===== config.mk =====
export PLATFORM = sky130hd
export DESIGN_NAME = hdx_link_tx
export DESIGN_NICKNAME = d
export VERILOG_FILES = /design/src/rtl/hdx_pkg.sv /design/src/rtl/hdx_guard_timer.sv /design/src/rtl/hdx_frame_ser.sv /design/src/rtl/hdx_coll_mon.sv /design/src/rtl/hdx_link_tx.sv
export SDC_FILE = /design/constraint.sdc
export NUM_CORES = 1
export LEC_CHECK = 0
export ABC_AREA = 1
export BUFFER_PORTS_ARGS = -buffer_cell sky130_fd_sc_hd__buf_2
export CORE_MARGIN = 2
export CORE_UTILIZATION = 40
export CTS_BUF_LIST = sky130_fd_sc_hd__clkbuf_8
export DETAILED_ROUTE_END_ITERATION = 10
export PLACE_DENSITY = 0.69
export SKIP_LAST_GASP = 1
export SLEW_MARGIN = 20
export SYNTH_ARGS = -nofsm -noshare
export SYNTH_HDL_FRONTEND = slang
export SYNTH_SLANG_ARGS = --single-unit

===== constraint.sdc =====
create_clock -name clk -period 1.4 [get_ports clk]
set_input_delay 0.28 -clock clk [delete_from_list [all_inputs] [get_ports clk]]
set_output_delay 0.28 -clock clk [all_outputs]
set_load 0.005 [all_outputs]

===== src/rtl/hdx_pkg.sv =====
// Shared types and frame constants for the half-duplex transmitter.
// Assumes a fixed frame of start + DATA_W data + parity + two stop bits.
package hdx_pkg;

    typedef enum logic [1:0] {
        ST_RX    = 2'd0,   // receive mode, driver released
        ST_GUARD = 2'd1,   // turnaround idle bits
        ST_WAIT  = 2'd2,   // transmit mode, waiting for a byte
        ST_FRAME = 2'd3    // shifting a frame onto the wire
    } tx_state_e;

    localparam int STOP_BITS = 2;
    localparam int OVERHEAD  = 2 + STOP_BITS;   // start + parity + stops

endpackage


===== src/rtl/hdx_guard_timer.sv =====
// Turnaround guard counter. On load it takes MIN_IDLE-2 plus the extra
// count decoded from sel; while run is high it counts down to zero.
// done is high when the count is zero. The owner holds the guard state
// for (count+1) cycles, then spends one more idle cycle offering ready,
// which gives MIN_IDLE+extra released bits in total.
// Assumes MIN_IDLE >= 2. Code all-ones selects no extra bits; a lower
// code c selects 2**(2**SEL_W-1-c) extra bits.
module hdx_guard_timer #(
    parameter int SEL_W    = 3,
    parameter int MIN_IDLE = 2,
    localparam int MAX_SHIFT = (1 << SEL_W) - 1,
    localparam int CNT_W     = $clog2(MIN_IDLE + (1 << MAX_SHIFT) + 1)
) (
    input  logic             clk,
    input  logic             rst_n,
    input  logic             load,
    input  logic             run,
    input  logic [SEL_W-1:0] sel,
    output logic             done
);

    logic [CNT_W-1:0] cnt;
    logic [CNT_W-1:0] extra;
    logic [CNT_W-1:0] load_val;

    // Decode the guard code into the count loaded at turnaround.
    always_comb begin
        if (sel == '1) begin
            extra = '0;
        end else begin
            extra = CNT_W'(1) << (SEL_W'(MAX_SHIFT) - sel);
        end
        load_val = extra + CNT_W'(MIN_IDLE - 2);
    end

    // Count register: load on turnaround, count down while guarding.
    always_ff @(posedge clk) begin
        if (!rst_n) begin
            cnt <= '0;
        end else if (load) begin
            cnt <= load_val;
        end else if (run && cnt != '0) begin
            cnt <= cnt - CNT_W'(1);
        end
    end

    assign done = (cnt == '0);

endmodule


===== src/rtl/hdx_frame_ser.sv =====
// Frame serializer. On load it builds the full frame together with a
// matching driver-enable pattern; while run is high both shift one
// place per cycle. Bit 0 of each pattern is the bit on the wire now.
// last flags the final stop bit. Assumes load has priority over run.
module hdx_frame_ser #(
    parameter int DATA_W = 8,
    localparam int FRAME_W = DATA_W + hdx_pkg::OVERHEAD,
    localparam int IDX_W   = $clog2(FRAME_W)
) (
    input  logic              clk,
    input  logic              rst_n,
    input  logic              load,
    input  logic              run,
    input  logic [DATA_W-1:0] data,
    output logic              bit_val,
    output logic              bit_oe,
    output logic              last
);

    localparam logic [IDX_W-1:0] LAST_IDX = IDX_W'(FRAME_W - 1);

    logic [FRAME_W-1:0] pat;
    logic [FRAME_W-1:0] oen;
    logic [IDX_W-1:0]   idx;

    // Pattern and enable shift registers plus the bit index.
    always_ff @(posedge clk) begin
        if (!rst_n) begin
            pat <= '1;
            oen <= '0;
            idx <= '0;
        end else if (load) begin
            pat <= {{hdx_pkg::STOP_BITS{1'b1}}, ^data, data, 1'b0};
            oen <= {{hdx_pkg::STOP_BITS{1'b0}}, {(DATA_W + 2){1'b1}}};
            idx <= '0;
        end else if (run && !last) begin
            pat <= {1'b1, pat[FRAME_W-1:1]};
            oen <= {1'b0, oen[FRAME_W-1:1]};
            idx <= idx + IDX_W'(1);
        end
    end

    assign bit_val = pat[0];
    assign bit_oe  = oen[0];
    assign last    = (idx == LAST_IDX);

endmodule


===== src/rtl/hdx_coll_mon.sv =====
// Collision monitor. When watch is high the wire should read high; a
// low reading sets a sticky flag. clr drops the flag unless a new
// collision is seen in the same cycle.
module hdx_coll_mon (
    input  logic clk,
    input  logic rst_n,
    input  logic watch,
    input  logic line_in,
    input  logic clr,
    output logic flag
);

    // Sticky flag: set has priority over clear.
    always_ff @(posedge clk) begin
        if (!rst_n) begin
            flag <= 1'b0;
        end else if (watch && !line_in) begin
            flag <= 1'b1;
        end else if (clr) begin
            flag <= 1'b0;
        end
    end

endmodule


===== src/rtl/hdx_link_tx.sv =====
// Half-duplex single-wire transmitter top. Sequences receive mode, the
// turnaround guard, idle wait and frame transmission. Released bits
// (idle, guard, stop) leave line_oe low so a pull-up holds the wire
// high. Those bits are watched for collisions. Assumes one wire bit
// per clk and that line_in is already synchronised to clk.
module hdx_link_tx #(
    parameter int DATA_W   = 8,
    parameter int SEL_W    = 3,
    parameter int MIN_IDLE = 2
) (
    input  logic              clk,
    input  logic              rst_n,
    input  logic [DATA_W-1:0] tx_byte,
    input  logic              tx_valid,
    output logic              tx_ready,
    input  logic              dir_tx,
    input  logic [SEL_W-1:0]  guard_sel,
    input  logic              line_in,
    output logic              line_drv,
    output logic              line_oe,
    output logic              coll_flag,
    input  logic              coll_clr
);

    import hdx_pkg::*;

    tx_state_e state, state_nx;
    logic      accept;
    logic      guard_done;
    logic      ser_bit, ser_oe, ser_last;
    logic      in_frame;

    assign in_frame = (state == ST_FRAME);
    assign tx_ready = dir_tx && ((state == ST_WAIT) || (in_frame && ser_last));
    assign accept   = tx_ready && tx_valid;

    // Next-state selection for the direction and frame sequencer.
    always_comb begin
        state_nx = state;
        unique case (state)
            ST_RX:    if (dir_tx) state_nx = ST_GUARD;
            ST_GUARD: begin
                if (!dir_tx)         state_nx = ST_RX;
                else if (guard_done) state_nx = ST_WAIT;
            end
            ST_WAIT: begin
                if (accept)       state_nx = ST_FRAME;
                else if (!dir_tx) state_nx = ST_RX;
            end
            ST_FRAME: begin
                if (ser_last) begin
                    if (accept)      state_nx = ST_FRAME;
                    else if (dir_tx) state_nx = ST_WAIT;
                    else             state_nx = ST_RX;
                end
            end
            default: state_nx = ST_RX;
        endcase
    end

    // State register.
    always_ff @(posedge clk) begin
        if (!rst_n) state <= ST_RX;
        else        state <= state_nx;
    end

    hdx_guard_timer #(
        .SEL_W    (SEL_W),
        .MIN_IDLE (MIN_IDLE)
    ) u_guard (
        .clk   (clk),
        .rst_n (rst_n),
        .load  ((state == ST_RX) && dir_tx),
        .run   (state == ST_GUARD),
        .sel   (guard_sel),
        .done  (guard_done)
    );

    hdx_frame_ser #(
        .DATA_W (DATA_W)
    ) u_ser (
        .clk     (clk),
        .rst_n   (rst_n),
        .load    (accept),
        .run     (in_frame),
        .data    (tx_byte),
        .bit_val (ser_bit),
        .bit_oe  (ser_oe),
        .last    (ser_last)
    );

    // Wire drive: enable only on driven frame bits, park high otherwise.
    always_comb begin
        line_oe  = in_frame && ser_oe;
        line_drv = line_oe ? ser_bit : 1'b1;
    end

    hdx_coll_mon u_coll (
        .clk     (clk),
        .rst_n   (rst_n),
        .watch   ((state != ST_RX) && !line_oe),
        .line_in (line_in),
        .clr     (coll_clr),
        .flag    (coll_flag)
    );

endmodule


# After elaboration in Yosys (flattened, before gate mapping)

Index checks and enable logic that the tools add are counted.

Register bits after elaboration: 35
Input bits: 17
Output and inout port bits: 4
Logic and storage cells: 62

$add $sub $neg: 3
Eq/ne operators: 9
Shift-type cells: 1
Mux-type cells: 19
Bitwise gates (word level): 1
Reduce and logical (&&, ||, !) cells: 23

Operators with widths:

| cell                                                                   | number |
|---|---|
| 10-bit two-way mux                                                     | 4 |
| 8-bit two-way mux                                                      | 3 |
| 2-bit two-way mux                                                      | 8 |
| 1-bit logical AND                                                      | 9 |
| 8-bit zero test                                                        | 1 |
| 2-bit one-hot mux with 4 select lines                                  | 1 |
| 2-bit nonzero test                                                     | 4 |
| 8-bit nonzero test                                                     | 1 |
| 8-bit parity                                                           | 1 |
| 1-bit by 3-bit << shifter with 8-bit output (first input constant)     | 1 |
| 8-bit by 1-bit subtractor with 8-bit output (second input constant)    | 1 |
| 3-bit inequality test (second input constant)                          | 2 |
| 4-bit by 1-bit adder with 4-bit output (second input constant)         | 1 |
| 2-bit equality test (second input constant)                            | 2 |
| 4-bit equality test (second input constant)                            | 1 |
| 2-bit inequality test (second input constant)                          | 2 |
| 4-bit AND reduction                                                    | 1 |
| 3-bit equality test (second input constant)                            | 1 |
| 1-bit zero test                                                        | 3 |
| 1-bit two-way mux                                                      | 3 |
| 3-bit subtractor (first input constant)                                | 1 |
| 2-bit by 1-bit equality test with 1-bit output (second input constant) | 1 |
| 2-bit zero test                                                        | 1 |
| 2-bit OR reduction                                                     | 1 |
| 2 further kinds                                                        | 2 |

# Depth between registers and ports, before layout

Gate-level depths: netlist of run 1.

Word-level depth: 8
Gate-level depth with buffers: 11
Mapped depth without buffers: 10

# Modules after synthesis

Synthesis of run 1 repeated with hierarchy kept, for this count alone.

Cells, all modules: 324
Area, all modules: 2021.9 sq um

By module, submodules not included:

| module          | times used | cells an instance | area each (sq um) | sequential area each (sq um) |
|---|---|---|---|---|
| hdx_frame_ser   | 1          | 166               | 1133.6            | 480.5 |
| hdx_guard_timer | 1          | 105               | 611.8             | 160.2 |
| hdx_link_tx     | 1          | 46                | 229.0             | 40.0 |
| hdx_coll_mon    | 1          | 7                 | 47.5              | 20.0 |

# Least setup slack after synthesis of run 1

No wires, ideal clock.

Kind: register to register
Start point: register u_guard.cnt[0]
End point: register u_guard.cnt[7]
Setup time: 0.117 ns
Arrival time: 1.235 ns
Required time: 1.283 ns
Slack: 0.047 ns
Stages on the path, launching flop included: 11
Path buffers: 1
Period minus slack after synthesis: 1.353 ns
Path through: dfxtp_1 -> inv_1 -> ha_1 -> nand2_1 -> nor2_1 -> nand2_1 -> nand2_1 -> nand2_2 -> buf_6 -> o21ai_0 -> nor2_1

Word-level cells in the longest chain between the ends: 3
Elaborated cells between the ends (all ways): 6
Those cells by class: add/sub: 1; mux: 2; reduce/logical: 3

Ends and longest elaborated chain:

| what                                                                                     | line                                         | text |
|---|---|---|
| start, declared                                                                          | hdx_guard_timer.sv:22                        | `logic [CNT_W-1:0] cnt;` |
| start signal, assigned                                                                   | hdx_guard_timer.sv:41                        | `cnt <= load_val;` |
| start signal, assigned                                                                   | hdx_guard_timer.sv:43                        | `cnt <= cnt - CNT_W'(1);` |
| 8-bit by 1-bit subtractor with 8-bit output / 8-bit nonzero test (equally long branches) | hdx_guard_timer.sv:43, hdx_guard_timer.sv:42 |  |
| 8-bit two-way mux / 1-bit logical AND (equally long branches)                            | hdx_guard_timer.sv:42                        | `end else if (run && cnt != '0) begin` |
| 8-bit two-way mux / 2-bit nonzero test (equally long branches)                           | -                                            |  |

Parallel ways exist; a longest one is shown, timed or not. The select of a mux whose other input is x is not followed.
A chain may end at the register's enable or synchronous reset.

# Final worst setup path of run 1

Start point: register state[1]
End point: output line_drv

Word-level cells in the longest chain between the ends: 3

Ends and longest elaborated chain:

| what                   | line              | text |
|---|---|---|
| start, declared        | hdx_link_tx.sv:27 | `tx_state_e state, state_nx;` |
| start signal, assigned | hdx_link_tx.sv:64 | `else state <= state_nx;` |
| 2-bit equality test    | hdx_link_tx.sv:33 | `assign in_frame = (state == ST_FRAME);` |
| 1-bit logical AND      | hdx_link_tx.sv:94 | `line_oe = in_frame && ser_oe;` |
| 1-bit two-way mux      | hdx_link_tx.sv:95 | `line_drv = line_oe ? ser_bit : 1'b1;` |
| end, declared          | hdx_link_tx.sv:19 | `output logic line_drv,` |

No other way between the ends.

==> out/metrics.csv, run 1 <==
metric,value,unit
syn_to_final_growth,27.2,%
cp_top_family,flip-flops,
rows,25,
status,finished with violations,
synth_top_area_share,0.369,
placed_area,2120,um^2
cap_violations,0,
nFillCells,446,
critPathCaptureType,primary output,
synth.avg_cell_area,6.75,um^2
p_leak,1.11,nW
ant_nets,0,
violations,setup timing,
drcViolationCount,0,
viasPerCell,5.02,
ctsHoldBuffers,0,
num_vias,1889,
hold_violations,0,
antenna_found_initial,0,
gp_congestion,0.857,
drt-pass1-iter-count,5,
grt_pass1_wl,6870,um
ys.flop_type,dfxtp_1,
rsz0062_at_grt,yes,
grt_pass1_vias,1614,
drt_iter0_drc,82,
synth_seq_cells,35,
grt_start_max_net_pins,12,
fin_skew,0.00630,ns
setup_viol,1,
clock.fmax,710,MHz
tightestPinTransition,0.296,ns
root_buffer,clkbuf_8,
synth_commonest_cells,"91 x nand2_1, 35 x dfxtp_1, 28 x inv_1",
core_area,4660,um^2
drive_gt1_frac,0.273,
path_max_fanout,2,
crit_chain,nand2_2 -> clkinv_2 -> nand2_2 -> or2_4 -> buf_6,
grt_overflow,0,
grt_use_total,0.164,
die_w,72.9,um
wirelength,4100,um
yosysTopAreaCell,dfxtp_1,
yosysSeqAreaShare,0.369,
slowest_stage,dfxtp_4,
cts_buffers,5,
yosysWarnings,0,
min_period,1.41,ns
synth_cell_types,32,
io_buffers,20,
cts_buffer_depth,2,
cts_tree,yes,
cts_max_level,2,
dieArea,5310,um^2
hpwlAfterDp,3020,um
slowest_delay,0.36,ns
hold_path_class,primary input to flop,
cp_data_arrival_time,1.13,ns
startpoint_type,flop,
pin_count,21,
clkTransAtPathRegs,0.07,ns
slew_viol_final,0,
critPathBufInv,2,
syn_nets,301,
path_class,flop to primary output,
post_drt_wl_per_cell,10.9,um
slew_headroom,0.802,
max-vdd-ir-drop,0.683,mV
netlist_area,1900,um^2
ys_top_cells_by_area,"dfxtp_1 37%, nand2_1 18%, inv_1 5.5%",
worstPathRequired,1.12,ns
period_share,1.01,
nets,343,
fin_ws,-0.00789,ns
synthMostInstantiatedCell,nand2_1,
dp_slack,-0.0409,ns
dieHeight,72.9,um
syn_inst,281,
path_common_cell,nand2_2,
synthArstFlopShare,0,
clock-sinks,35,
insertion_delay,0.28,ns
final_area,2410,um^2
synth_edf_count,0,
start_util,0.407,
power.density,1630,nW/um^2
diodes,0,
==> worst reg2reg max path, cell delays in order, from the launching register on <==
cell,delay (ns)
dfxtp_2,0.34
ha_4,0.16
nand3_4,0.07
nand2_4,0.05
buf_4,0.14
nand3_4,0.10
clkinvlp_4,0.19
nand2_1,0.11
nand4_1,0.09
==> power breakdown <==
| group | switching [mW] | internal (mW) |
|---|---|---|
| Clock | 0.334 | 0.324 |
| Combinational | 1.10 | 0.795 |
| Sequential | 0.159 | 1.23 |
| Total | 1.59 | 2.35 |
==> timing repair <==
item / 4_1_cts / 5_1_grt
resized for setup: 18 / 33
pin swaps: 2 / 9
setup buffers: 5 / 5
cloned: 0 / 0
endpoints found under the setup margin: 7 / 23
==> area by class of cell <==
cell class                 instances  area (um^2)  area share
multi-input combinational        205         1110       0.459
clock inverter                     1         3.75     0.00156
inverter                          33          139      0.0576
clock buffer                       5         68.8      0.0285
sequential                        35          712       0.295
timing repair buffer              43          314       0.130
tap                               54         67.6      0.0280
==> through the flow <==
step	utilization	setup TNS (ns)	std cells	hold slack, ns	total power, mW
3_5_place_dp	0.455	-0.102	360	0.450	2.95
3_3_place_gp	0.455	-0.00495	360	0.443	2.92
2_1_floorplan	-	0	281	0.412	2.61
4_1_cts	0.490	-0.0282	371	0.249	3.72
5_1_grt	0.518	-0.481	376	0.254	4.29
6_report	0.518	-0.00789	376	0.250	3.94
==> final timing paths <==
kind	to	slack [ns]	depth (start not counted)	start
max	line_drv	-0.008	5	state[1]
min	u_coll.flag	0.25	4	coll_clr
max reg2reg	u_ser.pat[6]	0.04	8	u_ser.idx[1]
min reg2reg	u_ser.pat[5]	0.46	2	u_ser.pat[5]
==> cell usage in the layout (no fill, tap or decap), types with 7 or more instances in the layout <==
cell     netlist  layout
a21oi_1        8       8
a31oi_1        9       9
buf_2          3      19
buf_4          1      17
dfxtp_1       35      28
inv_1         28      22
inv_2          3       7
nand2_1       91      84
nand2_2        4       9
nand3_1       18      17
nand4_1        9       9
nor2_1        27      26
==> routing by layer <==
metal	part of all wire	up-vias	global-route usage	wire length, um
met2	0.49	34	0.276	2010
met1	0.47	870	0.207	1930
met4	0.0041	0	0.0370	17
met5	0	-	0	0
li1	-	983	-	-
met3	0.034	2	0.0497	140
==> cells by family (layout without fill, tap and decap cells) <==
family | count (synthesis) | count (layout) | share of synthesized area
buf+inv | 41 | 82 | 0.0943
simple gates | 158 | 158 | 0.368
compound gates | 34 | 34 | 0.102
flops | 35 | 35 | 0.369
fa+ha+maj | 3 | 3 | 0.0198
xor+xnor | 10 | 10 | 0.0462
==> registers in the layout (all words and copies together), names as in the netlist <==
signal,cells
state,2
u_guard.cnt,8
u_ser.idx,4
u_ser.pat,10
u_ser.oen,10
u_coll.flag,1
No activity file was read; power rests on OpenSTA's default activity.
==> inputs of run 2 (changes only) <==
- CORE_UTILIZATION: 40 -> 39
- CTS_CLUSTER_DIAMETER: default -> 40
- PLACE_DENSITY: 0.69 -> 0.68
==> out/metrics.csv, run 2 (synthesized netlist as in run 1, its figures left out) <==
metric,value,unit
cp_top_family,flip-flops,
violations,setup timing,
register_area,707,um^2
setup_viol,2,
period_share,1.01,
die_w,73.7,um
dp_slack,-0.0675,ns
path_max_fanout,2,
gr-max-usage-layer,met2,
antenna_found_initial,0,
dieHeight,73.7,um
drt_iter0_drc,80,
crit_chain,ha_4 -> nand3_4 -> nand2_4 -> nand2_2 -> inv_1 -> buf_2,
drcViolationCount,0,
hold_violations,0,
slew_viol_final,0,
status,finished with violations,
tightestPinTransition,0.296,ns
grt_use_total,0.171,
grt_use_met2,0.302,
viasPerCell,4.97,
drive_gt1_frac,0.259,
grt_overflow,0,
slowest_stage,dfxtp_2,
power.density,1750,nW/um^2
pin_count,21,
fin_hold_ws,0.233,ns
min_period,1.41,ns
io_buffers,20,
max-vdd-ir-drop,0.592,mV
clock-sinks,35,
fin_ws,-0.00960,ns
cts_max_level,2,
final_area,2370,um^2
grt_use_met1,0.187,
nets,339,
largestRegisters,"u_ser.oen: 10 flops, u_ser.pat: 10 flops, u_guard.cnt: 8 flops",
num_vias,1858,
diodes,0,
critPathBufInv,2,
final.setup.tns,-0.0161,ns
use_met3,0.0494,
slowest_delay,0.35,ns
dieArea,5440,um^2
placed_area,2110,um^2
root_buffer,clkbuf_8,
fin_skew,0.00515,ns
post_drt_wl_per_cell,11.3,um
nFillCells,472,
syn_to_final_growth,25.0,%
cts_buffers,5,
drt-pass1-iter-count,5,
wirelength,4230,um
ctsHoldBuffers,0,
ant_nets,0,
multiInputGateArea,1090,um^2
slew_headroom,0.802,
cts_buffer_depth,2,
hpwlAfterDp,2960,um
path_class,flop to primary output,
cts_tree,yes,
cp_data_arrival_time,1.13,ns
worstPathRequired,1.12,ns
final_common_cell,nand2_1,
p_leak,1.12,nW
startpoint_type,flop,
rsz0062_at_grt,yes,
clkTransAtPathRegs,0.07,ns
hold_path_class,primary input to flop,
grt_pass1_wl,7110,um
mostFrequentLayoutCells,"85 x nand2_1, 30 x dfxtp_1, 24 x nor2_1",
critPathCaptureType,primary output,
insertion_delay,0.29,ns
rows,25,
grt_pass1_vias,1711,
clock.fmax,709,MHz
gp_congestion,0.786,
start_util,0.404,
cap_violations,0,
grt_start_max_net_pins,13,
core_area,4690,um^2
run 2: cell count changes in the layout (fill, tap and decap cells not counted), sizes merged:
cell      before  now
bufinv         0    1
clkinv         1    3
clkinvlp       1    0
buf           43   38
nand2         96   97
run 2: cell type report:
class	count	share of cell area
multi-input cells	206	0.460
flip-flops and latches	35	0.298
clock inverters	3	0.0185
inverters	33	0.0570
well taps	54	0.0285
repair buffers	38	0.109
clock buffers	5	0.0290
run 2: layer usage:
layer,part of all wire,vias up,routed length (um)
li1,-,976,-
met1,0.43,847,1830
met2,0.52,28,2190
met3,0.028,7,118
met4,0.021,0,87
met5,0,-,0
run 2: worst paths after layout:
kind	start	end	slack, ns	cells after the start
worst max register to register	state[1]	state[1]	0.05	9
worst min-delay path	coll_clr	u_coll.flag	0.23	4
worst min register to register	u_ser.pat[4]	u_ser.pat[4]	0.46	2
worst max-delay path	u_ser.idx[0]	tx_ready	-0.01	6
run 2: power by group:
group | switching [mW] | total, mW | internal (mW) | leakage, nW
clock | 0.387 | 0.917 | 0.530 | 0.0581
sequential | 0.155 | 1.38 | 1.22 | 0.287
combinational | 1.11 | 1.86 | 0.742 | 0.770
run 2: timing repair:
action,CTS,global route
setup buffers,4,2
cloned,0,1
pin swaps,4,7
setup endpoints to repair,15,21
resized for setup,18,17
run 2: stage by stage:
step                      power (mW)  instances  utilization
after floorplan                 2.61        281            -
after global placement          2.96        359        0.451
after detailed placement        2.97        359        0.451
after CTS                       4.00        371        0.493
after global routing            4.49        374        0.505
final                           4.15        374        0.505
run 2: worst min-delay path, cell delays in order:
cell and delay [ns]:
buf_2 0.07, inv_1 0.03, nand2_1 0.04, a21oi_1 0.05
